File: config.mk
export PLATFORM = sky130hd
export DESIGN_NAME = bist_session_ctrl
export DESIGN_NICKNAME = d
export VERILOG_FILES = /design/src/rtl/bist_pkg.sv /design/src/rtl/bist_rst_sync.sv /design/src/rtl/bist_cut_mux.sv /design/src/rtl/bist_seq_fsm.sv /design/src/rtl/bist_misr.sv /design/src/rtl/bist_result.sv /design/src/rtl/bist_session_ctrl.sv
export SDC_FILE = /design/constraint.sdc
export NUM_CORES = 1
export LEC_CHECK = 0
export ABC_AREA = 1
export ABC_CLOCK_PERIOD_IN_PS = 2200
export BUFFER_PORTS_ARGS = -buffer_cell sky130_fd_sc_hd__buf_4
export CAP_MARGIN = 20
export CELL_PAD_IN_SITES_DETAIL_PLACEMENT = 1
export CELL_PAD_IN_SITES_GLOBAL_PLACEMENT = 1
export CORE_AREA = 5 5 88 98
export CTS_BUF_LIST = sky130_fd_sc_hd__clkbuf_8
export CTS_CLUSTER_SIZE = 20
export DETAILED_ROUTE_END_ITERATION = 16
export DIE_AREA = 0 0 93 103
export GPL_TIMING_DRIVEN = 0
export PLACE_DENSITY = 0.82
export REMOVE_ABC_BUFFERS = 1
export SLEW_MARGIN = 25
export SYNTH_ARGS = -nofsm -noshare
export SYNTH_HDL_FRONTEND = slang
export SYNTH_SLANG_ARGS = --single-unit
File: constraint.sdc
create_clock -name clk -period 2.2 [get_ports clk]
set_clock_uncertainty 0.15 [all_clocks]
set_input_delay 0.22 -clock clk [delete_from_list [all_inputs] [get_ports clk]]
set_output_delay 0.22 -clock clk [all_outputs]
set_load 0.02 [all_outputs]
File: src/rtl/bist_pkg.sv
`timescale 1ns/1ps
package bist_pkg;
  typedef enum logic [2:0] {
    ST_IDLE = 3'd0,
    ST_LOAD = 3'd1,
    ST_RUN  = 3'd2,
    ST_CMP  = 3'd3,
    ST_DONE = 3'd4
  } bist_state_e;
endpackage

File: src/rtl/bist_rst_sync.sv
`timescale 1ns/1ps
module bist_rst_sync #(
  parameter int STAGES = 2
) (
  input  logic clk,
  input  logic rst_n,
  output logic rst_n_sync_o
);
  logic [STAGES-1:0] sync_q;

  always_ff @(posedge clk or negedge rst_n) begin
    if (!rst_n) sync_q <= '0;
    else        sync_q <= {sync_q[STAGES-2:0], 1'b1};
  end

  assign rst_n_sync_o = sync_q[STAGES-1];
endmodule

File: src/rtl/bist_cut_mux.sv
`timescale 1ns/1ps
module bist_cut_mux #(
  parameter int W = 8
) (
  input  logic         test_mode_i,
  input  logic [W-1:0] func_i,
  input  logic [W-1:0] pat_i,
  output logic [W-1:0] cut_o
);
  for (genvar b = 0; b < W; b++) begin : g_bit
    assign cut_o[b] = test_mode_i ? pat_i[b] : func_i[b];
  end

  always_comb begin
    AST_MUX_SELECT: assert (cut_o == (test_mode_i ? pat_i : func_i) || $isunknown({test_mode_i, func_i, pat_i}));
  end
endmodule

File: src/rtl/bist_seq_fsm.sv
`timescale 1ns/1ps
module bist_seq_fsm
  import bist_pkg::*;
#(
  parameter int CNT_W = 16
) (
  input  logic             clk,
  input  logic             rst_n,
  input  logic             start_i,
  input  logic             test_mode_i,
  input  logic [CNT_W-1:0] pat_count_i,
  output bist_state_e      state_o,
  output logic             accept_o,
  output logic             misr_clr_o,
  output logic             misr_en_o,
  output logic             cmp_o,
  output logic             done_o
);
  localparam logic [CNT_W-1:0] CNT_ONE = CNT_W'(1);

  bist_state_e      state_q, state_d;
  logic [CNT_W-1:0] remain_q, remain_d;
  logic             remain_en;

  always_comb begin
    state_d   = state_q;
    remain_d  = remain_q;
    remain_en = 1'b0;
    case (state_q)
      ST_IDLE: begin
        if (start_i && test_mode_i) begin
          state_d   = ST_LOAD;
          remain_d  = pat_count_i;
          remain_en = 1'b1;
        end
      end
      ST_LOAD: state_d = (remain_q == '0) ? ST_CMP : ST_RUN;
      ST_RUN: begin
        if (test_mode_i) begin
          remain_d  = remain_q - CNT_ONE;
          remain_en = 1'b1;
          if (remain_q == CNT_ONE) state_d = ST_CMP;
        end
      end
      ST_CMP:  state_d = ST_DONE;
      ST_DONE: state_d = ST_IDLE;
      default: state_d = ST_IDLE;
    endcase
  end

  always_ff @(posedge clk or negedge rst_n) begin
    if (!rst_n) state_q <= ST_IDLE;
    else        state_q <= state_d;
  end

  always_ff @(posedge clk or negedge rst_n) begin
    if (!rst_n)         remain_q <= '0;
    else if (remain_en) remain_q <= remain_d;
  end

  assign state_o    = state_q;
  assign accept_o   = (state_q == ST_IDLE) && start_i && test_mode_i;
  assign misr_clr_o = (state_q == ST_LOAD);
  assign misr_en_o  = (state_q == ST_RUN) && test_mode_i;
  assign cmp_o      = (state_q == ST_CMP);
  assign done_o     = (state_q == ST_DONE);

  AST_NO_UNDERFLOW: assert property (@(posedge clk) disable iff (!rst_n)
    (state_q == ST_RUN) |-> (remain_q != '0));
  AST_RUN_HOLD: assert property (@(posedge clk) disable iff (!rst_n)
    (state_q == ST_RUN && !test_mode_i) |=> (state_q == ST_RUN && $stable(remain_q)));
  AST_LOAD_ONCE: assert property (@(posedge clk) disable iff (!rst_n)
    (state_q == ST_LOAD) |=> (state_q != ST_LOAD));
  AST_BUSY_NO_RESTART: assert property (@(posedge clk) disable iff (!rst_n)
    (state_q == ST_RUN) |=> (state_q != ST_LOAD));
endmodule

File: src/rtl/bist_misr.sv
`timescale 1ns/1ps
module bist_misr #(
  parameter int             W    = 8,
  parameter logic [W-1:0]   POLY = 8'h1D
) (
  input  logic         clk,
  input  logic         rst_n,
  input  logic         clr_i,
  input  logic         en_i,
  input  logic [W-1:0] data_i,
  output logic [W-1:0] sig_o
);
  logic [W-1:0] sig_q, sig_d, shifted;

  always_comb begin
    shifted[0] = 1'b0;
    for (int b = 1; b < W; b++) shifted[b] = sig_q[b-1];
    for (int b = 0; b < W; b++) shifted[b] = shifted[b] ^ (POLY[b] & sig_q[W-1]);
  end

  always_comb begin
    sig_d = sig_q;
    if (clr_i)     sig_d = '0;
    else if (en_i) sig_d = shifted ^ data_i;
  end

  always_ff @(posedge clk or negedge rst_n) begin
    if (!rst_n)              sig_q <= '0;
    else if (clr_i || en_i)  sig_q <= sig_d;
  end

  assign sig_o = sig_q;

  AST_MISR_CLEAR: assert property (@(posedge clk) disable iff (!rst_n)
    clr_i |=> (sig_o == '0));
  AST_MISR_HOLD: assert property (@(posedge clk) disable iff (!rst_n)
    (!clr_i && !en_i) |=> $stable(sig_o));
endmodule

File: src/rtl/bist_result.sv
`timescale 1ns/1ps
module bist_result #(
  parameter int W = 8
) (
  input  logic         clk,
  input  logic         rst_n,
  input  logic         accept_i,
  input  logic         cmp_i,
  input  logic [W-1:0] sig_i,
  input  logic [W-1:0] exp_i,
  input  logic         irq_clr_i,
  output logic         pass_o,
  output logic         fail_o,
  output logic         irq_o
);
  logic match;
  logic pass_q, pass_d, fail_q, fail_d, irq_q, irq_d;

  assign match = (sig_i == exp_i);

  always_comb begin
    pass_d = pass_q;
    fail_d = fail_q;
    if (accept_i) begin
      pass_d = 1'b0;
      fail_d = 1'b0;
    end else if (cmp_i) begin
      pass_d = match;
      fail_d = !match;
    end
  end

  always_comb begin
    irq_d = irq_q;
    if (cmp_i && !match) irq_d = 1'b1;
    else if (irq_clr_i)  irq_d = 1'b0;
  end

  always_ff @(posedge clk or negedge rst_n) begin
    if (!rst_n) begin
      pass_q <= 1'b0;
      fail_q <= 1'b0;
      irq_q  <= 1'b0;
    end else begin
      pass_q <= pass_d;
      fail_q <= fail_d;
      irq_q  <= irq_d;
    end
  end

  assign pass_o = pass_q;
  assign fail_o = fail_q;
  assign irq_o  = irq_q;

  AST_VERDICT_EXCL: assert property (@(posedge clk) disable iff (!rst_n)
    !(pass_o && fail_o));
  AST_IRQ_STICKY: assert property (@(posedge clk) disable iff (!rst_n)
    (irq_o && !irq_clr_i) |=> irq_o);
  AST_ERR_WINS: assert property (@(posedge clk) disable iff (!rst_n)
    (cmp_i && (sig_i != exp_i) && irq_clr_i) |=> irq_o);
  AST_FAIL_RAISES_IRQ: assert property (@(posedge clk) disable iff (!rst_n)
    (cmp_i && (sig_i != exp_i)) |=> (fail_o && irq_o));
endmodule

File: src/rtl/bist_session_ctrl.sv
`timescale 1ns/1ps
module bist_session_ctrl
  import bist_pkg::*;
#(
  parameter int               PAT_W = 8,
  parameter int               RSP_W = 8,
  parameter int               CNT_W = 16,
  parameter logic [RSP_W-1:0] POLY  = 8'h1D
) (
  input  logic             clk,
  input  logic             rst_n,
  input  logic             start_i,
  input  logic             test_mode_i,
  input  logic [PAT_W-1:0] seed_i,
  input  logic [CNT_W-1:0] pat_count_i,
  input  logic [RSP_W-1:0] exp_sig_i,
  input  logic [PAT_W-1:0] func_in_i,
  input  logic [PAT_W-1:0] tpg_pat_i,
  output logic [PAT_W-1:0] cut_in_o,
  output logic             seed_load_o,
  output logic [PAT_W-1:0] seed_o,
  output logic             tpg_en_o,
  input  logic [RSP_W-1:0] cut_rsp_i,
  output logic             done_o,
  output logic             pass_o,
  output logic             fail_o,
  output logic             irq_o,
  input  logic             irq_clr_i
);
  logic             rst_n_s;
  bist_state_e      state;
  logic             accept, misr_clr, misr_en, cmp;
  logic [RSP_W-1:0] sig;
  logic [PAT_W-1:0] seed_q;
  logic [RSP_W-1:0] exp_q;

  bist_rst_sync #(.STAGES(2)) u_rst (
    .clk(clk), .rst_n(rst_n), .rst_n_sync_o(rst_n_s)
  );

  bist_cut_mux #(.W(PAT_W)) u_mux (
    .test_mode_i(test_mode_i), .func_i(func_in_i), .pat_i(tpg_pat_i), .cut_o(cut_in_o)
  );

  bist_seq_fsm #(.CNT_W(CNT_W)) u_fsm (
    .clk(clk), .rst_n(rst_n_s), .start_i(start_i), .test_mode_i(test_mode_i),
    .pat_count_i(pat_count_i), .state_o(state), .accept_o(accept),
    .misr_clr_o(misr_clr), .misr_en_o(misr_en), .cmp_o(cmp), .done_o(done_o)
  );

  always_ff @(posedge clk or negedge rst_n_s) begin
    if (!rst_n_s) begin
      seed_q <= '0;
      exp_q  <= '0;
    end else if (accept) begin
      seed_q <= seed_i;
      exp_q  <= exp_sig_i;
    end
  end

  bist_misr #(.W(RSP_W), .POLY(POLY)) u_misr (
    .clk(clk), .rst_n(rst_n_s), .clr_i(misr_clr), .en_i(misr_en),
    .data_i(cut_rsp_i), .sig_o(sig)
  );

  bist_result #(.W(RSP_W)) u_res (
    .clk(clk), .rst_n(rst_n_s), .accept_i(accept), .cmp_i(cmp),
    .sig_i(sig), .exp_i(exp_q), .irq_clr_i(irq_clr_i),
    .pass_o(pass_o), .fail_o(fail_o), .irq_o(irq_o)
  );

  assign seed_load_o = misr_clr;
  assign seed_o      = seed_q;
  assign tpg_en_o    = misr_en;

  AST_SEED_PULSE: assert property (@(posedge clk) disable iff (!rst_n_s)
    seed_load_o |=> !seed_load_o);
  AST_DONE_PULSE: assert property (@(posedge clk) disable iff (!rst_n_s)
    done_o |=> !done_o);
  AST_EN_NEEDS_TEST: assert property (@(posedge clk) disable iff (!rst_n_s)
    tpg_en_o |-> test_mode_i);
  AST_START_CAPTURE: assert property (@(posedge clk) disable iff (!rst_n_s)
    accept |=> (seed_load_o && seed_o == $past(seed_i)));
endmodule

After elaboration in Yosys (flattened, before gate mapping)
Cells that the tools add are included.

ROM bits: 0. Bits in writable memories: 0. Bits in latches: 0. Word-level logic and storage cells: 66. Bits in registers: 48. Memories: 0.

Divide/modulo/power cells: 0. $add $sub $neg: 1. $lt $le $gt $ge: 0. Multipliers: 0. Reductions and logical operators: 16. Shift operators: 0. Bitwise operators: 4. Equality and inequality tests: 9. Multiplexer cells: 27.

Operator list (count): two-way mux 16 bit (2); one-hot mux 16 bit (2 select lines) (1); two-way mux 1 bit (17); equality test 16 x 1 -> 1 bit, second input constant (1); zero test 16 bit (1); two-way mux 8 bit (2); subtractor 16 x 1 -> 16 bit, second input constant (1); one-hot mux 3 bit (4 select lines) (1); two-way mux 3 bit (3); equality test 8 bit (1); nonzero test 2 bit (4); bitwise XOR 8 bit (1); equality test 3 x 2 -> 1 bit, second input constant (2); logical AND 1 bit (5); != test 2 x 1 -> 1 bit, second input constant (2); AND reduction 4 bit (1); equality test 3 x 1 -> 1 bit, second input constant (1); equality test 3 bit, second input constant (1); zero test 3 bit (1); AND reduction 3 bit (1); bitwise XOR 1 bit (3); != test 2 bit, second input constant (1); one-hot mux 1 bit (2 select lines) (1); AND reduction 2 bit (1); other kinds (2) (2).

Depth between registers and ports, before layout
Depth in word-level cells: 4. Mapped depth: 9. Mapped depth without buffers: 9.

Hierarchy
From an unflattened synthesis, not the netlist that was laid out.

Cell total of the unflattened synthesis: 423. Area, all modules: 2985.4 sq um.

By module, submodules not included: bist_seq_fsm (cells each 224, times used 1, sequential area each 475.5 sq um, area each 1482.7 sq um); bist_session_ctrl (cells each 68, times used 1, sequential area each 400.4 sq um, area each 644.4 sq um); bist_misr (cells each 58, times used 1, sequential area each 200.2 sq um, area each 436.7 sq um); bist_result (cells each 44, times used 1, sequential area each 75.1 sq um, area each 262.8 sq um); bist_cut_mux (cells each 26, times used 1, sequential area each 0.0 sq um, area each 105.1 sq um); bist_rst_sync (cells each 3, times used 1, sequential area each 50.0 sq um, area each 53.8 sq um).

Worst setup path before layout
No wires, ideal clock.

Kind: register -> register. Start: register u_fsm.state_q[1], in the netlist u_fsm.state_o[1]. End: register u_misr.sig_q[0], in the netlist u_misr.sig_o[0]. Data arrival time: 1.261 ns. Setup time: 0.126 ns. Cell stages (with the launch flop): 5. Required time: 1.924 ns. Slack: 0.663 ns. Path buffers: 0. Cell sequence: dfrtp_1 nor3_2 inv_1 nand2_1 o22ai_1.

RTL lines: start, declared (RTL line bist_seq_fsm.sv:21) `bist_state_e state_q, state_d;`; start signal, assigned (RTL line bist_seq_fsm.sv:53) `else state_q <= state_d;`; equality test 3 x 1 -> 1 bit * (RTL line bist_seq_fsm.sv:63) `assign misr_clr_o = (state_q == ST_LOAD);`; net seed_load_o (RTL line bist_session_ctrl.sv:20) `output logic seed_load_o,`; nonzero test 2 bit (no source line) / logical OR 1 bit (equally long branches); AND reduction 2 bit (no source line); end signal, assigned (RTL line bist_misr.sv:29) `else if (clr_i || en_i) sig_q <= sig_d;`; end, declared (RTL line bist_misr.sv:13) `logic [W-1:0] sig_q, sig_d, shifted;`.

Mark *: on every way through the listed nets, which the timed path passes. The rest lies on a longest branch. A chain may end at the register's enable or synchronous reset.

Worst setup path after layout
Start: register u_fsm.state_q[0], in the netlist u_fsm.state_o[0]. End: register seed_q[4], in the netlist seed_o[4].

Word-level cells in the longest chain between the ends: 3.

RTL lines: zero test 3 bit (RTL line bist_seq_fsm.sv:62) `assign accept_o = (state_q == ST_IDLE) && start_i && test_mode_i;`; logical AND 1 bit (2 in a row) (RTL line bist_seq_fsm.sv:62); end signal, assigned (RTL line bist_session_ctrl.sv:56) `seed_q <= seed_i;`; end, declared (RTL line bist_session_ctrl.sv:34) `logic [PAT_W-1:0] seed_q;`.

No other way between the ends.

==> run_results.csv <==
group,metric,value,unit
layout,fillers,971,
placed_design,dp_hpwl,5680,um
timing,post-route-min-period,1960,ps
clock_tree,h-tree-depth,2,
pwr,leakagePower,1.84,nW
setup_path,reg2reg_from,"u_fsm.state_o[0]",
layout,nNetsFinal,512,
setup_path,critical-path-top-delay-family,"simple AND/OR/NAND/NOR gates",
timing,fmax,510,MHz
timing,slew_viol_final,0,
floorplan,design.core.area,7660,um^2
setup_path,endpoint,"seed_o[4]",
clock_tree,cts_made_buffers,5,
setup_path,slowest_delay,500,ps
synth,synth_seq_cells,48,
timing,setup-violations-final,0,
setup_path,startpoint_type,"flop",
pwr,p_per_area,1230,nW/um^2
setup_path,endpoint_kind,"flop",
placed_design,dpl.cell_count,514,
synth,ys_top_cells_by_count,"106 x nand2_1, 48 x dfrtp_1, 41 x nor2_1, 31 x inv_1, 27 x nand3_1",
layout,n_antenna_cell,0,
grt,grt_start_max_net_pins,47,
synth,syn_area_per_cell,7.90,um^2
timing,post-route-period-util,89.1,%
clock_tree,clockBufferDepth,2,
layout,stdcell_count,540,
setup_path,reg2reg_depth,3,
clock_tree,clkTransAtPathRegs,100,ps
routing,wl_per_cell,14.6,um
timing,slew_headroom,57.9,%
min_path,hold_path.class,"input port to flop",
setup_path,setup.worst_path.class,"flop to flop",
setup_path,timing.rr.end,"seed_o[4]",
synth,yosys-top-cells-area,"dfrtp_1 43%, nand2_1 14%, mux2_1 5.7%, nor2_1 5.5%, nand3_1 4.9%",
pwr,peakVddDrop,0.599,mV
floorplan,die_area,9580,um^2
clock_tree,clk-insertion-delay-late,300,ps
floorplan,ios,83,
routing,drt-initial-drc-count,46,
clock_tree,cts_root_buf,"clkbuf_8",
synth,yosysTopAreaCell,"dfrtp_1",
grt,antenna_found_initial,0,
floorplan,die_h,103,um
synth,syn_area,2780,um^2
timing,final_hold_viol_count,0,
synth,yosysMostFrequentCell,"nand2_1",
floorplan,fp.dieW,93,um
grt,grt_usage,17.6,%
routing,routed_wl,7880,um
setup_path,cpMaxStageDelayCell,"nand4_1",
setup_path,critical_path_buf_inv_count,0,
setup_path,crit_arrival,2000,ps
synth,synthCells,352,
synth,synthArstFlopShare,100,%
setup_path,path_max_fanout,10,
layout,final_layout_size_suffix_gt1_share,25.6,%
setup_path,crit_path_start,"u_fsm.state_o[0]",
routing,via_count,2596,
setup_path,crit_cells,3,
setup_path,rrSetupSlack,240,ps
synth,yosys_most_used_dff,"dfrtp_1",
routing,via_per_inst,4.81,
floorplan,fp-row-count,34,
timing,tns,0,ps
routing,dr.pass1.iters,4,
synth,yosysSeqAreaShare,43.2,%
layout,area_growth,34.0,%
setup_path,cp.required,2240,ps
placed_design,port_buffers,82,
timing,worstMarginPinSlew,632,ps
grt,grt_pass1_vias,2876,
timing,setup_ws,239,ps
run_status,status,"complete, no violations",
synth,synth_edf_count,0,
clock_tree,cts_sinks,48,
floorplan,start_util,36.3,%
job,drv_cap,0,
setup_path,crit_path_cell_trace,"nor2_4, nand4_1, mux2_1",
routing,ant_nets,0,
synth,ys_warn_count,0,
routing,drc,0,
timing,rsz0062_at_grt,"false",
synth,yosysTopAreaCellShare,43.2,%
synth,ys_types,35,
clock_tree,cts_tree,"built",
placed_design,gp_congestion,0.837,
grt,grt_pass1_wl,13400,um
placed_design,dp_slack,-298,ps
grt,overflow,0,
[worst min-delay path by stage]
stage | cells after the start | slack (ps) | startpoint | endpoint
6_report | 3 | 10 | pat_count_i[5] | u_fsm.remain_q[5]
4_1_cts | 3 | 9 | pat_count_i[5] | u_fsm.remain_q[5]
3_5_place_dp | 1 | -140 | rst_n | u_rst.sync_q[0]
2_1_floorplan | 0 | -230 | rst_n | u_rst.sync_q[0]
5_1_grt | 3 | 3 | pat_count_i[5] | u_fsm.remain_q[5]
3_3_place_gp | 1 | -150 | rst_n | u_rst.sync_q[0]
[registers in the layout (all words and copies together), names as in the netlist]
name / count
u_rst.sync_q: 2
u_res.fail_o: 1
u_fsm.state_o: 3
exp_q: 8
u_misr.sig_o: 8
seed_o: 8
u_fsm.remain_q: 16
u_res.irq_o: 1
u_res.pass_o: 1
[worst register-to-register path: cells and delay by family (launching register included)]
family | cells | cell delay (ps)
simple gates | 2 | 750
flops | 1 | 460
mux | 1 | 490
[per-layer routing]
layer	GRT usage, %	part of all wire, %	vias up
li1	-	-	1306
met5	0	0	-
met4	3.38	0.80	0
met2	34.4	54	42
met1	19.4	41	1243
met3	4.09	4.4	5
[through the flow]
stage | power, mW | hold WS (ps) | cell area, um^2 | utilization (%)
after floorplan | 3.15 | -226 | 2700 | -
after global placement | 3.76 | -147 | 3430 | 44.8
after detailed placement | 3.89 | -145 | 3430 | 44.8
after CTS | 4.59 | 8.68 | 3710 | 48.4
after global routing | 4.98 | 2.84 | 3730 | 48.7
final | 4.56 | 13.1 | 3730 | 48.7
[power breakdown]
group | internal [mW] | switching (mW) | leakage (nW)
logic | 0.921 | 1.29 | 1.20
clock network | 0.337 | 0.323 | 0.0541
registers | 1.29 | 0.401 | 0.587
total | 2.55 | 2.01 | 1.84
[cells by family after synthesis]
group,Yosys count,share of synthesized area (%)
compound gates,37,8.78
xor+xnor,16,5.04
fa+ha+maj,2,0.900
buf+inv,46,7.83
flops,48,43.2
mux,14,5.67
other cells,1,0.135
simple gates,188,28.4
[area by class of cell]
type	count	area, um^2	area share [%]
multi-input cells	259	1380	36.9
flip-flops and latches	48	1200	32.3
repair buffers	99	783	21.0
inverters	36	138	3.69
well taps	90	113	3.02
clock buffers	5	68.8	1.85
clock inverters	3	42.5	1.14
[what timing repair did]
item	in CTS	in global routing
setup buffers	0	1
endpoints found under the setup margin	18	10
resized for setup	0	1
hold buffers	16	0
cloned	1	0
endpoints found under the hold margin	17	0
pin swaps	1	1
[layout by cell type, fill, tap and decap left out, types with 5 or more instances in the layout]
master | netlist | routed
a21oi_1 | 7 | 7
o21ai_2 | 5 | 5
buf_4 | 3 | 83
inv_1 | 31 | 31
xnor2_1 | 13 | 13
nor2_1 | 41 | 41
o21ai_1 | 14 | 14
clkbuf_8 | 0 | 5
dfrtp_1 | 48 | 47
mux2_1 | 14 | 14
nand2_1 | 106 | 106
dlygate4sd3_1 | 0 | 16
nand3_1 | 27 | 27
Note: power is estimated with default switching activity, not from simulation.
